===== src/rtl/vlag_pkg.sv =====
package vlag_pkg;

    typedef enum logic [1:0] {
        RING_OFF = 2'd0,
        RING_G1  = 2'd1,
        RING_G4  = 2'd2,
        RING_G64 = 2'd3
    } ring_sel_e;

    typedef enum logic [1:0] {
        LAY_LINEAR   = 2'd0,
        LAY_LINEAR_B = 2'd1,
        LAY_SKIP2    = 2'd2,
        LAY_SKIP4    = 2'd3
    } layout_e;

    localparam int unsigned GRAN_SHIFT_MAX = 6;
    localparam int unsigned MULT_W         = 3;

    // log2 of the ring granularity for each selector value
    function automatic int unsigned gran_shift(input logic [1:0] sel);
        case (sel)
            2'd2:    return 2;
            2'd3:    return 6;
            default: return 0;
        endcase
    endfunction

endpackage


===== src/rtl/vlag_cfg_check.sv =====
module vlag_cfg_check (
    input  logic [1:0] circ_sel,
    input  logic [1:0] pattern,
    input  logic [2:0] addr_mode,
    output logic       cfg_err,
    output logic       ring_on,
    output logic       skip_on,
    output logic       skip_wide
);
    import vlag_pkg::*;

    logic ring_req;
    logic mode_ok;

    always_comb begin
        ring_req  = (circ_sel != RING_OFF);
        mode_ok   = (addr_mode == 3'd0) || (addr_mode == 3'd4);
        cfg_err   = ring_req && ((pattern != LAY_LINEAR) || !mode_ok);
        ring_on   = ring_req && !cfg_err;
        skip_on   = !ring_req && pattern[1];
        skip_wide = (pattern == LAY_SKIP4);
    end

endmodule


===== src/rtl/vlag_ring_limit.sv =====
module vlag_ring_limit #(
    parameter int unsigned SIZE_W = 8,
    parameter int unsigned LN_W   = 14
) (
    input  logic [1:0]        circ_sel,
    input  logic [SIZE_W-1:0] circ_size,
    output logic [LN_W-1:0]   limit
);
    import vlag_pkg::*;

    localparam int unsigned LIM_W = SIZE_W + GRAN_SHIFT_MAX;

    logic [LIM_W-1:0] scaled;

    always_comb begin
        scaled = LIM_W'(circ_size) << gran_shift(circ_sel);
        limit  = LN_W'(scaled);
    end

endmodule


===== src/rtl/vlag_step_calc.sv =====
module vlag_step_calc #(
    parameter int unsigned ADDR_W       = 32,
    parameter int unsigned STRIDE_W     = 15,
    parameter int unsigned STRIDE_SHIFT = 4,
    parameter int unsigned MULT_W       = 3
) (
    input  logic [STRIDE_W-1:0] stride,
    input  logic [MULT_W-1:0]   mult,
    output logic [ADDR_W-1:0]   delta
);
    logic [ADDR_W-1:0] stride_bytes;
    logic [ADDR_W-1:0] acc [MULT_W+1];

    assign stride_bytes = ADDR_W'(stride) << STRIDE_SHIFT;
    assign acc[0]       = '0;

    // shift-and-add over the bits of the small multiplier
    for (genvar b = 0; b < MULT_W; b++) begin : g_term
        assign acc[b+1] = acc[b] + (mult[b] ? (stride_bytes << b) : '0);
    end

    assign delta = acc[MULT_W];

endmodule


===== src/rtl/vdma_line_addr_gen.sv =====
module vdma_line_addr_gen #(
    parameter int unsigned ADDR_W       = 32,
    parameter int unsigned STRIDE_W     = 15,
    parameter int unsigned STRIDE_SHIFT = 4,
    parameter int unsigned SIZE_W       = 8,
    parameter int unsigned LN_W         = 14
) (
    input  logic                clk,
    input  logic                rst_n,
    input  logic [ADDR_W-1:0]   cfg_base_addr,
    input  logic [STRIDE_W-1:0] cfg_stride,
    input  logic [1:0]          cfg_circ_sel,
    input  logic [SIZE_W-1:0]   cfg_circ_size,
    input  logic [1:0]          cfg_pattern,
    input  logic [2:0]          cfg_addr_mode,
    input  logic                frame_start,
    input  logic                line_tag,
    output logic [LN_W-1:0]     line_num,
    output logic [ADDR_W-1:0]   line_addr,
    output logic                cfg_err
);
    import vlag_pkg::*;

    typedef struct packed {
        logic [LN_W-1:0]   num;
        logic [ADDR_W-1:0] addr;
    } line_state_t;

    line_state_t       st_d, st_q;
    logic              ring_on, skip_on, skip_wide;
    logic [LN_W-1:0]   ring_limit;
    logic [MULT_W-1:0] step_mult;
    logic [ADDR_W-1:0] addr_delta;
    logic              at_limit;

    vlag_cfg_check u_cfg (
        .circ_sel  (cfg_circ_sel),
        .pattern   (cfg_pattern),
        .addr_mode (cfg_addr_mode),
        .cfg_err   (cfg_err),
        .ring_on   (ring_on),
        .skip_on   (skip_on),
        .skip_wide (skip_wide)
    );

    vlag_ring_limit #(.SIZE_W(SIZE_W), .LN_W(LN_W)) u_limit (
        .circ_sel  (cfg_circ_sel),
        .circ_size (cfg_circ_size),
        .limit     (ring_limit)
    );

    vlag_step_calc #(
        .ADDR_W(ADDR_W), .STRIDE_W(STRIDE_W),
        .STRIDE_SHIFT(STRIDE_SHIFT), .MULT_W(MULT_W)
    ) u_step (
        .stride (cfg_stride),
        .mult   (step_mult),
        .delta  (addr_delta)
    );

    always_comb begin
        step_mult = MULT_W'(1);
        if (skip_on && st_q.num[0]) begin
            step_mult = skip_wide ? MULT_W'(5) : MULT_W'(3);
        end
        at_limit = (st_q.num == ring_limit);

        st_d = st_q;
        if (frame_start) begin
            st_d.num  = '0;
            st_d.addr = cfg_base_addr;
        end else if (line_tag) begin
            if (ring_on && at_limit) begin
                st_d.num  = '0;
                st_d.addr = cfg_base_addr;
            end else begin
                st_d.num  = st_q.num + LN_W'(step_mult);
                st_d.addr = st_q.addr + addr_delta;
            end
        end
    end

    always_ff @(posedge clk or negedge rst_n) begin
        if (!rst_n) begin
            st_q <= '0;
        end else begin
            st_q <= st_d;
        end
    end

    assign line_num  = st_q.num;
    assign line_addr = st_q.addr;


    frame_load_chk: assert property (@(posedge clk) disable iff (!rst_n)
        frame_start |=> (line_num == '0) && (line_addr == $past(cfg_base_addr)));


    idle_hold_chk: assert property (@(posedge clk) disable iff (!rst_n)
        (!frame_start && !line_tag) |=> $stable(line_num) && $stable(line_addr));


    linear_step_chk: assert property (@(posedge clk) disable iff (!rst_n)
        (!frame_start && line_tag && cfg_circ_sel == 2'd0 && cfg_pattern == 2'd0)
        |=> (line_num == $past(line_num) + LN_W'(1)) &&
            (line_addr == $past(line_addr) + (ADDR_W'($past(cfg_stride)) << STRIDE_SHIFT)));


    skip_even_chk: assert property (@(posedge clk) disable iff (!rst_n)
        (!frame_start && line_tag && cfg_circ_sel == 2'd0 && cfg_pattern[1] && !line_num[0])
        |=> line_num == $past(line_num) + LN_W'(1));


    skip_wide_odd_chk: assert property (@(posedge clk) disable iff (!rst_n)
        (!frame_start && line_tag && cfg_circ_sel == 2'd0 && cfg_pattern == 2'd3 && line_num[0])
        |=> line_num == $past(line_num) + LN_W'(5));


    ring_wrap_chk: assert property (@(posedge clk) disable iff (!rst_n)
        (!frame_start && line_tag && !cfg_err && cfg_circ_sel != 2'd0 &&
         line_num == LN_W'({cfg_circ_size, 6'b0} >> (6 - gran_shift(cfg_circ_sel))))
        |=> (line_num == '0) && (line_addr == $past(cfg_base_addr)));


    err_fallback_chk: assert property (@(posedge clk) disable iff (!rst_n)
        (!frame_start && line_tag && cfg_err)
        |=> line_num == $past(line_num) + LN_W'(1));

endmodule


===== config.mk =====
export PLATFORM = sky130hd
export DESIGN_NAME = vdma_line_addr_gen
export DESIGN_NICKNAME = d
export VERILOG_FILES = /design/src/rtl/vlag_pkg.sv /design/src/rtl/vlag_cfg_check.sv /design/src/rtl/vlag_ring_limit.sv /design/src/rtl/vlag_step_calc.sv /design/src/rtl/vdma_line_addr_gen.sv
export SDC_FILE = /design/constraint.sdc
export NUM_CORES = 1
export LEC_CHECK = 0
export ABC_CLOCK_PERIOD_IN_PS = 5700
export BUFFER_PORTS_ARGS = -buffer_cell sky130_fd_sc_hd__buf_2
export CORE_MARGIN = 10
export CORE_UTILIZATION = 44
export DETAILED_ROUTE_END_ITERATION = 10
export GPL_TIMING_DRIVEN = 0
export PLACE_DENSITY = 0.78
export SYNTH_ARGS = -nofsm -noshare
export SYNTH_HDL_FRONTEND = slang
export SYNTH_SLANG_ARGS = --single-unit

===== constraint.sdc =====
create_clock -name clk -period 5.7 [get_ports clk]
set_clock_uncertainty 0.05 [all_clocks]
set_input_delay 0.285 -clock clk [delete_from_list [all_inputs] [get_ports clk]]
set_output_delay 0.285 -clock clk [all_outputs]
set_load 0.02 [all_outputs]

==> impl_metrics.toml, run 1 <==
[route]
drt-pass1-iter-count = 5
routedWlPerCell_um = 17.5
vias = 4627
via_per_inst = 5.55
drt_wl_total_um = 14600
drt_iter0_drc = 283
drcViolationCount = 0
drtAntennaViolNets = 0

[grt]
antenna_found_initial = 0
grt_max_degree = 47
overflow = 0
grt_util_all_layers = 0.181
grt_pass1_vias = 4763
grt_first_pass_wirelength_um = 23900

[clock_tree]
cts_hold_buf = 0
cts.sinks = 46
cts.repair.resized = 0
clkTransAtPathRegs_ps = 90
cts_made_buffers = 5
htreeDepth = 2
ctsRootBufferMaster = "clkbuf_8"
clock_latency_ps = 310
cts_tree = "built"
cts_max_path_buffers = 2
post_cts_buffers = 0

[die]
std_cell_rows = 38
fp.dieArea_um2 = 15500
dieWidth_um = 125
core_um2 = 10800
pin_count = 113
start_util = 0.447
die_h_um = 125

[layout]
fillers = 1035
areaGrowthSynthToFinish_pct = 17.0
mostFrequentLayoutCells = "buf_2 (116), inv_1 (77), nand2_1 (59)"
drive_gt1_frac = 0.212
final_cells = 833
layout_commonest_cell = "buf_2"
n_antenna_cell = 0
fin_nets = 813

[sta]
worst_slew_pin_slew_ps = 1090
min_period_ps = 5130
slew_headroom = 0.274
fin_ws_ps = 574
setup_viol = 0
hold_viol = 0
setup_tns_ps = 0
post-route-period-util = 0.899
rsz0062_at_grt = "no"
max_freq_mhz = 195
maxSlewViolCount = 0

[synthesis]
yosysSeqAreaShare = 0.239
syn_area_um2 = 4820
syn_area_per_cell_um2 = 8.40
synth_edf_count = 0
yosys_warnings = 0
ys_ff_latch = 46
synth.distinct_cells = 70
syn_inst = 574
synth_ff_type = "dfrtp_1"
async_flop_share = 1.00
syn_nets = 695

[power]
ir_worst_vdd_v = 0.000184
power_density_nw_per_um2 = 313
leakagePower_nw = 2.87

[place]
dp_worst_setup_slack_ps = 304
dp_hpwl_um = 11500
post-place-cells = 825
gp_congestion = 0.906
port_buffers = 111

[worst_setup_path]
path_max_fanout = 10
worstSetupPathType = "primary input to register"
endpoint_kind = "register"
start_kind = "primary input"
cp_data_arrival_time_ps = 5310
worst_ep_required_time_ps = 5890

[run_status]
status = "completed"

[hold_path]
hold_class = "primary input to register"

[flow_run]
cap_violations = 0
## metal layers
| layer | vias to the layer above | global-route usage | wire (µm) |
|---|---|---|---|
| met1 | 2237 | 0.229 | 6250 |
| met4 | 0 | 0.0356 | 182 |
| met3 | 24 | 0.0391 | 1010 |
| met2 | 160 | 0.308 | 7170 |
| met5 | - | 0 | 0 |
| li1 | 2206 | - | - |
## final timing paths
| path | startpoint | end | slack [ps] | cells after the start |
|---|---|---|---|---|
| worst max-delay path | cfg_circ_sel[1] | line_addr[27]$_DFFE_PN0P_ | 570 | 20 |
| worst min-delay path | cfg_base_addr[2] | line_addr[2]$_DFFE_PN0P_ | 120 | 3 |
| worst max register to register | line_num[0]$_DFFE_PN0P_ | line_addr[27]$_DFFE_PN0P_ | 610 | 16 |
| worst min register to register | line_addr[2]$_DFFE_PN0P_ | line_addr[2]$_DFFE_PN0P_ | 420 | 2 |
| max in group asynchronous | rst_n | line_num[4]$_DFFE_PN0P_ | 4800 | 1 |
| min in group asynchronous | rst_n | line_addr[2]$_DFFE_PN0P_ | 130 | 1 |
## report_power, final
group,switching [mW],internal (mW)
sequential,0.0662,0.397
combinational,0.664,0.426
clock,0.124,0.0870
total,0.854,0.909
## kinds of logic after synthesis
group | count (synthesis) | synth area share
AO/OA/AOI/OAI | 122 | 0.189
buffers and inverters | 101 | 0.0893
adder cells (fa/ha/maj) | 55 | 0.190
AND/OR/NAND/NOR | 216 | 0.228
XOR/XNOR | 22 | 0.0400
flip-flops | 46 | 0.239
multiplexers | 12 | 0.0254
## Yosys cell counts (4+ instances only)
cell type   n  area share
nor2b_1     7      0.0091
a31oi_1     8       0.010
o21ai_0    17       0.018
a2bb2oi_1   6       0.011
a22o_1      4      0.0073
o211ai_1   10       0.016
mux2i_1    10       0.021
nand2b_1    4      0.0052
a21o_1     10       0.016
nor2_1     43       0.033
nand4_1     7      0.0091
o2111ai_1   4      0.0073
and2_1     32       0.042
nand2_1    59       0.046
ha_1       25       0.065
a21oi_1    19       0.020
fa_1       30        0.12
or3_1       4      0.0052
xor2_1      9       0.016
xnor2_1    13       0.024
clkbuf_1   11      0.0086
o31ai_1     6      0.0093
nor3_1      4      0.0042
dfrtp_1    46        0.24
nand3_1    27       0.028
buf_2       5      0.0052
inv_1      77       0.060
buf_6       5       0.012
and3_1     10       0.013
## stage by stage
stage | hold WS (ps) | area [µm²] | util | power [mW]
3_3_place_gp | 397 | 5550 | 0.514 | 1.51
3_5_place_dp | 400 | 5550 | 0.514 | 1.54
2_1_floorplan | -60.6 | 4820 | - | 1.24
5_1_grt | 138 | 5640 | 0.522 | 1.91
4_1_cts | 116 | 5640 | 0.522 | 1.76
6_report | 119 | 5640 | 0.522 | 1.76
## flip-flops by register name, indices dropped and copies added, names as in the netlist
name and count:
line_addr 32, line_num 14
## worst max-delay path, cell delays in order
cell	delay (ps)
buf_2	120
buf_6	130
buf_2	180
nor2_1	160
nand3_1	110
nor2_1	570
clkbuf_1	440
and2_1	220
fa_1	420
inv_1	90
fa_1	420
inv_1	70
ha_1	220
and3_1	270
and2_0	150
a221oi_1	90
o211ai_1	540
nand2_1	160
or4b_1	480
a31oi_1	170
## cell type report
type	count	area, µm²	area share
multi-input cells	427	3240	0.574
flip-flops and latches	46	1150	0.204
repair buffers	111	556	0.0986
inverters	77	289	0.0513
well taps	140	175	0.0311
plain buffers	24	141	0.0251
clock buffers	6	72.6	0.0129
clock inverters	2	13.8	0.00244
(Power assumes the default switching activity.)
==> inputs of run 2 (changes only) <==
--- a/config.mk
+++ b/config.mk
@@ -8,10 +8,10 @@
 export ABC_CLOCK_PERIOD_IN_PS = 5700
 export BUFFER_PORTS_ARGS = -buffer_cell sky130_fd_sc_hd__buf_2
 export CORE_MARGIN = 10
-export CORE_UTILIZATION = 44
+export CORE_UTILIZATION = 35
 export DETAILED_ROUTE_END_ITERATION = 10
 export GPL_TIMING_DRIVEN = 0
-export PLACE_DENSITY = 0.78
+export PLACE_DENSITY = 0.67
 export SYNTH_ARGS = -nofsm -noshare
 export SYNTH_HDL_FRONTEND = slang
 export SYNTH_SLANG_ARGS = --single-unit
==> impl_metrics.toml, run 2 (synthesis results as in run 1) <==
[worst_setup_path]
crit_family = "simple AND/OR/NAND/NOR gates"
r2r-end = "line_addr[27]$_DFFE_PN0P_"
endpoint_kind = "register"
path_cells = "buf_2 > buf_6 > buf_2 > nor2_1 > nand3_1 > nor2_1 > clkbuf_1 > and2_1 > fa_1 > inv_1 > fa_1 > inv_1 > ha_1 > and3_1 > and2_0 > a221oi_1 > o211ai_1 > nand2_1 > or4b_1 > a31oi_1"
r2r_start = "line_num[0]$_DFFE_PN0P_"
worst_ep_required_time_ps = 5860
cp_data_arrival_time_ps = 5330
cp_num_buf_inv = 6
path_max_fanout = 10
rr_worst_depth = 16
worstSetupPathType = "primary input to register"
cp_slowest_cell = "nor2_1"
r2r_setup_slack_ps = 620
start_kind = "primary input"
max_stage_delay_ps = 570

[grt]
grt_pass1_vias = 4470
grt_max_degree = 47
grt_first_pass_wirelength_um = 23600
grt_util_all_layers = 0.155
overflow = 0
antenna_found_initial = 1

[clock_tree]
clkTransAtPathRegs_ps = 70
cts_hold_buf = 0
ctsRootBufferMaster = "clkbuf_16"
post_cts_buffers = 0
cts_tree = "built"
cts.repair.resized = 0
clock_latency_ps = 290
cts.sinks = 46
htreeDepth = 2
cts_max_path_buffers = 2
cts_made_buffers = 5

[sta]
min_period_ps = 5160
setup_viol = 0
slew_headroom = 0.260
rsz0062_at_grt = "no"
hold_viol = 0
maxSlewViolCount = 0
worst_slew_pin_slew_ps = 1110
setup_tns_ps = 0
post-route-period-util = 0.905
max_freq_mhz = 194
fin_ws_ps = 539

[die]
dieWidth_um = 137
std_cell_rows = 42
start_util = 0.361
fp.dieArea_um2 = 18900
pin_count = 113
core_um2 = 13300
die_h_um = 137

[route]
vias = 4451
via_per_inst = 5.12
drt-pass1-iter-count = 4
drt_iter0_drc = 308
drt_wl_total_um = 14600
routedWlPerCell_um = 16.7
drtAntennaViolNets = 0
drcViolationCount = 0

[layout]
layout_commonest_cell = "buf_2"
largest_reg_flops = 32
areaGrowthSynthToFinish_pct = 19.7
fillers = 1384
fin_nets = 813
drive_gt1_frac = 0.214
mostFrequentLayoutCells = "buf_2 (116), inv_1 (77), nand2_1 (59)"

[power]
ir_worst_vdd_v = 0.000140
leakagePower_nw = 2.91
power_density_nw_per_um2 = 327

[place]
gp_congestion = 0.904
port_buffers = 111
dp_hpwl_um = 11500
dp_worst_setup_slack_ps = 299

[hold_path]
whs_endpoint = "line_addr[2]$_DFFE_PN0P_"
holdPathStages = 3
hp-start = "cfg_base_addr[2]"
hold_class = "primary input to register"

[run_status]
status = "completed"

[flow_run]
cap_violations = 0
-- run 2: worst max-delay path by stage --
stage,slack [ps],startpoint,end,depth (start not counted)
6_report,540,cfg_circ_sel[1],line_addr[27]$_DFFE_PN0P_,20
5_1_grt,130,cfg_circ_sel[1],line_addr[27]$_DFFE_PN0P_,20
4_1_cts,530,cfg_circ_sel[1],line_addr[28]$_DFFE_PN0P_,21
3_5_place_dp,300,cfg_circ_sel[1],line_addr[27]$_DFFE_PN0P_,20
3_3_place_gp,300,cfg_circ_sel[1],line_addr[27]$_DFFE_PN0P_,20
2_1_floorplan,1410,cfg_circ_sel[1],line_addr[28]$_DFFE_PN0P_,20
-- run 2: through the flow --
step	hold WS [ps]	instances	total power [mW]	util	instance area, µm²
final	138	870	1.89	0.432	5770
after global routing	160	869	2.05	0.432	5760
after CTS	138	869	1.89	0.432	5760
after detailed placement	409	861	1.54	0.419	5600
after global placement	399	861	1.53	0.419	5600
after floorplan	-60.6	574	1.24	-	4820
-- run 2: worst min-delay path, cell delays in order --
cell and delay (ps):
buf_2 70, nand2_1 40, nand2_1 50
-- run 2: final cells by class --
class / count / area (µm²) / area share
multi-input cells: 427 / 3240 / 0.562
flip-flops and latches: 46 / 1150 / 0.200
repair buffers: 111 / 556 / 0.0963
inverters: 77 / 289 / 0.0501
well taps: 176 / 220 / 0.0382
plain buffers: 24 / 141 / 0.0245
clock buffers: 5 / 125 / 0.0217
clock inverters: 3 / 43.8 / 0.00759
diodes: 1 / 2.50 / 0.000434
-- run 2: routing by layer --
metal  vias up  track usage  wire (µm)
met4         0       0.0211         85
li1       2205            -          -
met2       106        0.261       6900
met3         6       0.0382        962
met5         -            0          0
met1      2134        0.202       6620
-- run 2: report_power, final --
group / switching [mW] / internal (mW) / total (mW)
sequential: 0.0642 / 0.397 / 0.461
combinational: 0.651 / 0.424 / 1.08
clock: 0.141 / 0.208 / 0.349
==> inputs of run 3 (changes only) <==
--- a/config.mk
+++ b/config.mk
@@ -5,13 +5,14 @@
 export SDC_FILE = /design/constraint.sdc
 export NUM_CORES = 1
 export LEC_CHECK = 0
-export ABC_CLOCK_PERIOD_IN_PS = 5700
+export ABC_CLOCK_PERIOD_IN_PS = 6400
 export BUFFER_PORTS_ARGS = -buffer_cell sky130_fd_sc_hd__buf_2
 export CORE_MARGIN = 10
 export CORE_UTILIZATION = 35
 export DETAILED_ROUTE_END_ITERATION = 10
 export GPL_TIMING_DRIVEN = 0
-export PLACE_DENSITY = 0.67
+export HOLD_SLACK_MARGIN = 0.03
+export PLACE_DENSITY = 0.65
 export SYNTH_ARGS = -nofsm -noshare
 export SYNTH_HDL_FRONTEND = slang
 export SYNTH_SLANG_ARGS = --single-unit
==> constraint.sdc (replaced) <==
create_clock -name clk -period 6.4 [get_ports clk]
set_clock_uncertainty 0.05 [all_clocks]
set_input_delay 0.32 -clock clk [delete_from_list [all_inputs] [get_ports clk]]
set_output_delay 0.32 -clock clk [all_outputs]
set_load 0.02 [all_outputs]
==> impl_metrics.toml, run 3 (synthesis results as in run 1) <==
[run_status]
status = "completed"

[die]
start_util = 0.361
std_cell_rows = 42
die_h_um = 137
fp.dieArea_um2 = 18900
core_um2 = 13300
pin_count = 113
dieWidth_um = 137

[route]
vias = 4569
drt-pass1-iter-count = 5
via_per_inst = 5.26
drtAntennaViolNets = 0
routedWlPerCell_um = 17.0
drt_wl_total_um = 14800
drt_iter0_drc = 326
drcViolationCount = 0

[power]
switching_share = 0.466
ir_worst_vdd_v = 0.000124
internal-power_mw = 0.881
power.switching_mw = 0.769
seq_power_share = 0.250
power_frac_clock = 0.166
leakagePower_nw = 2.90
p_comb_frac = 0.584
power_density_nw_per_um2 = 287

[place]
gp_congestion = 0.922
dp_hpwl_um = 11800
port_buffers = 111

[worst_setup_path]
r2r_setup_slack_ps = 1350
worst_ep_required_time_ps = 6570
rr_worst_depth = 16
path_max_fanout = 10
endpoint_kind = "register"
worstSetupPathType = "primary input to register"
r2r-end = "line_addr[27]$_DFFE_PN0P_"
r2r_start = "line_num[0]$_DFFE_PN0P_"
cp_data_arrival_time_ps = 5330
start_kind = "primary input"

[sta]
maxSlewViolCount = 0
max_freq_mhz = 194
hold_viol = 0
setup_viol = 0
post-route-period-util = 0.806
worst_slew_pin_slew_ps = 1120
whs_ps = 175
rsz0062_at_grt = "no"
setup_tns_ps = 0
slew_headroom = 0.252
min_period_ps = 5160

[clock_tree]
post_cts_buffers = 0
htreeDepth = 2
clkTransAtPathRegs_ps = 70
cts_made_buffers = 5
clock_latency_ps = 290
cts.repair.resized = 0
cts_tree = "built"
cts_hold_buf = 0
cts_max_path_buffers = 2
ctsRootBufferMaster = "clkbuf_16"
cts.sinks = 46

[grt]
grt_util_all_layers = 0.157
grt_pass1_vias = 4635
grt_max_degree = 47
overflow = 0
antenna_found_initial = 0
grt_first_pass_wirelength_um = 24000

[layout]
fillers = 1413
layout_commonest_cell = "buf_2"
fin_nets = 813
areaGrowthSynthToFinish_pct = 19.2
seq_area_um2 = 1150
mostFrequentLayoutCells = "buf_2 (116), inv_1 (77), nand2_1 (59)"
largest_reg_flops = 32
drive_gt1_frac = 0.214
n_antenna_cell = 0
multi_input_area_um2 = 3240

[hold_path]
hp-start = "cfg_base_addr[1]"
hold_class = "primary input to register"
holdPathStages = 3
whs_endpoint = "line_addr[1]$_DFFE_PN0P_"

[flow_run]
cap_violations = 0
-- run 3: how the worst max path moves through the flow --
stage,start,cells past startpoint,endpoint,slack (ps)
final,cfg_circ_sel[1],20,line_addr[27]$_DFFE_PN0P_,1240
after global routing,cfg_circ_sel[1],20,line_addr[27]$_DFFE_PN0P_,860
after CTS,cfg_circ_sel[1],20,line_addr[27]$_DFFE_PN0P_,1230
after detailed placement,cfg_circ_sel[1],20,line_addr[27]$_DFFE_PN0P_,950
after global placement,cfg_circ_sel[1],20,line_addr[27]$_DFFE_PN0P_,1010
after floorplan,cfg_circ_sel[1],20,line_addr[28]$_DFFE_PN0P_,2070
-- run 3: power groups by stage --
stage	clock network, mW	logic, mW	registers (mW)
global placement	0	0.938	0.414
floorplan	0	0.622	0.484
detailed placement	0	0.961	0.417
global route	0.291	1.09	0.420
CTS	0.283	0.968	0.411
finish	0.274	0.964	0.412
-- run 3: per-stage QoR --
stage	setup slack (ps)	instance area [µm²]	cells	util	power [mW]
floorplan	2070	4820	574	-	1.11
global placement	1010	5600	861	0.419	1.35
detailed placement	951	5600	861	0.419	1.38
CTS	1230	5740	869	0.430	1.66
global route	860	5740	869	0.430	1.80
finish	1240	5740	869	0.430	1.65
-- run 3: critical path: stages --
cell,delay (ps)
buf_2,120
buf_6,130
buf_2,170
nor2_1,170
nand3_1,110
nor2_1,540
clkbuf_1,440
and2_1,220
fa_1,430
inv_1,90
fa_1,420
inv_1,70
ha_1,220
and3_1,290
and2_0,150
a221oi_1,100
o211ai_1,520
nand2_1,150
or4b_1,490
a31oi_1,170
-- run 3: final cells by class --
type                       instances  share of cell area
clock inverter                     3             0.00392
clock buffer                       5              0.0218
sequential                        46               0.200
tap                              176              0.0383
inverter                          77              0.0503
timing repair buffer             111              0.0967
buffer                            24              0.0246
multi-input combinational        427               0.564
-- run 3: routing by layer --
layer  global-route usage  part of all wire  vias to the layer above
met3               0.0353             0.065                       18
li1                     -                 -                     2206
met1                0.203              0.44                     2206
met5                    0                 0                        -
met4               0.0369             0.019                        0
met2                0.260              0.47                      139
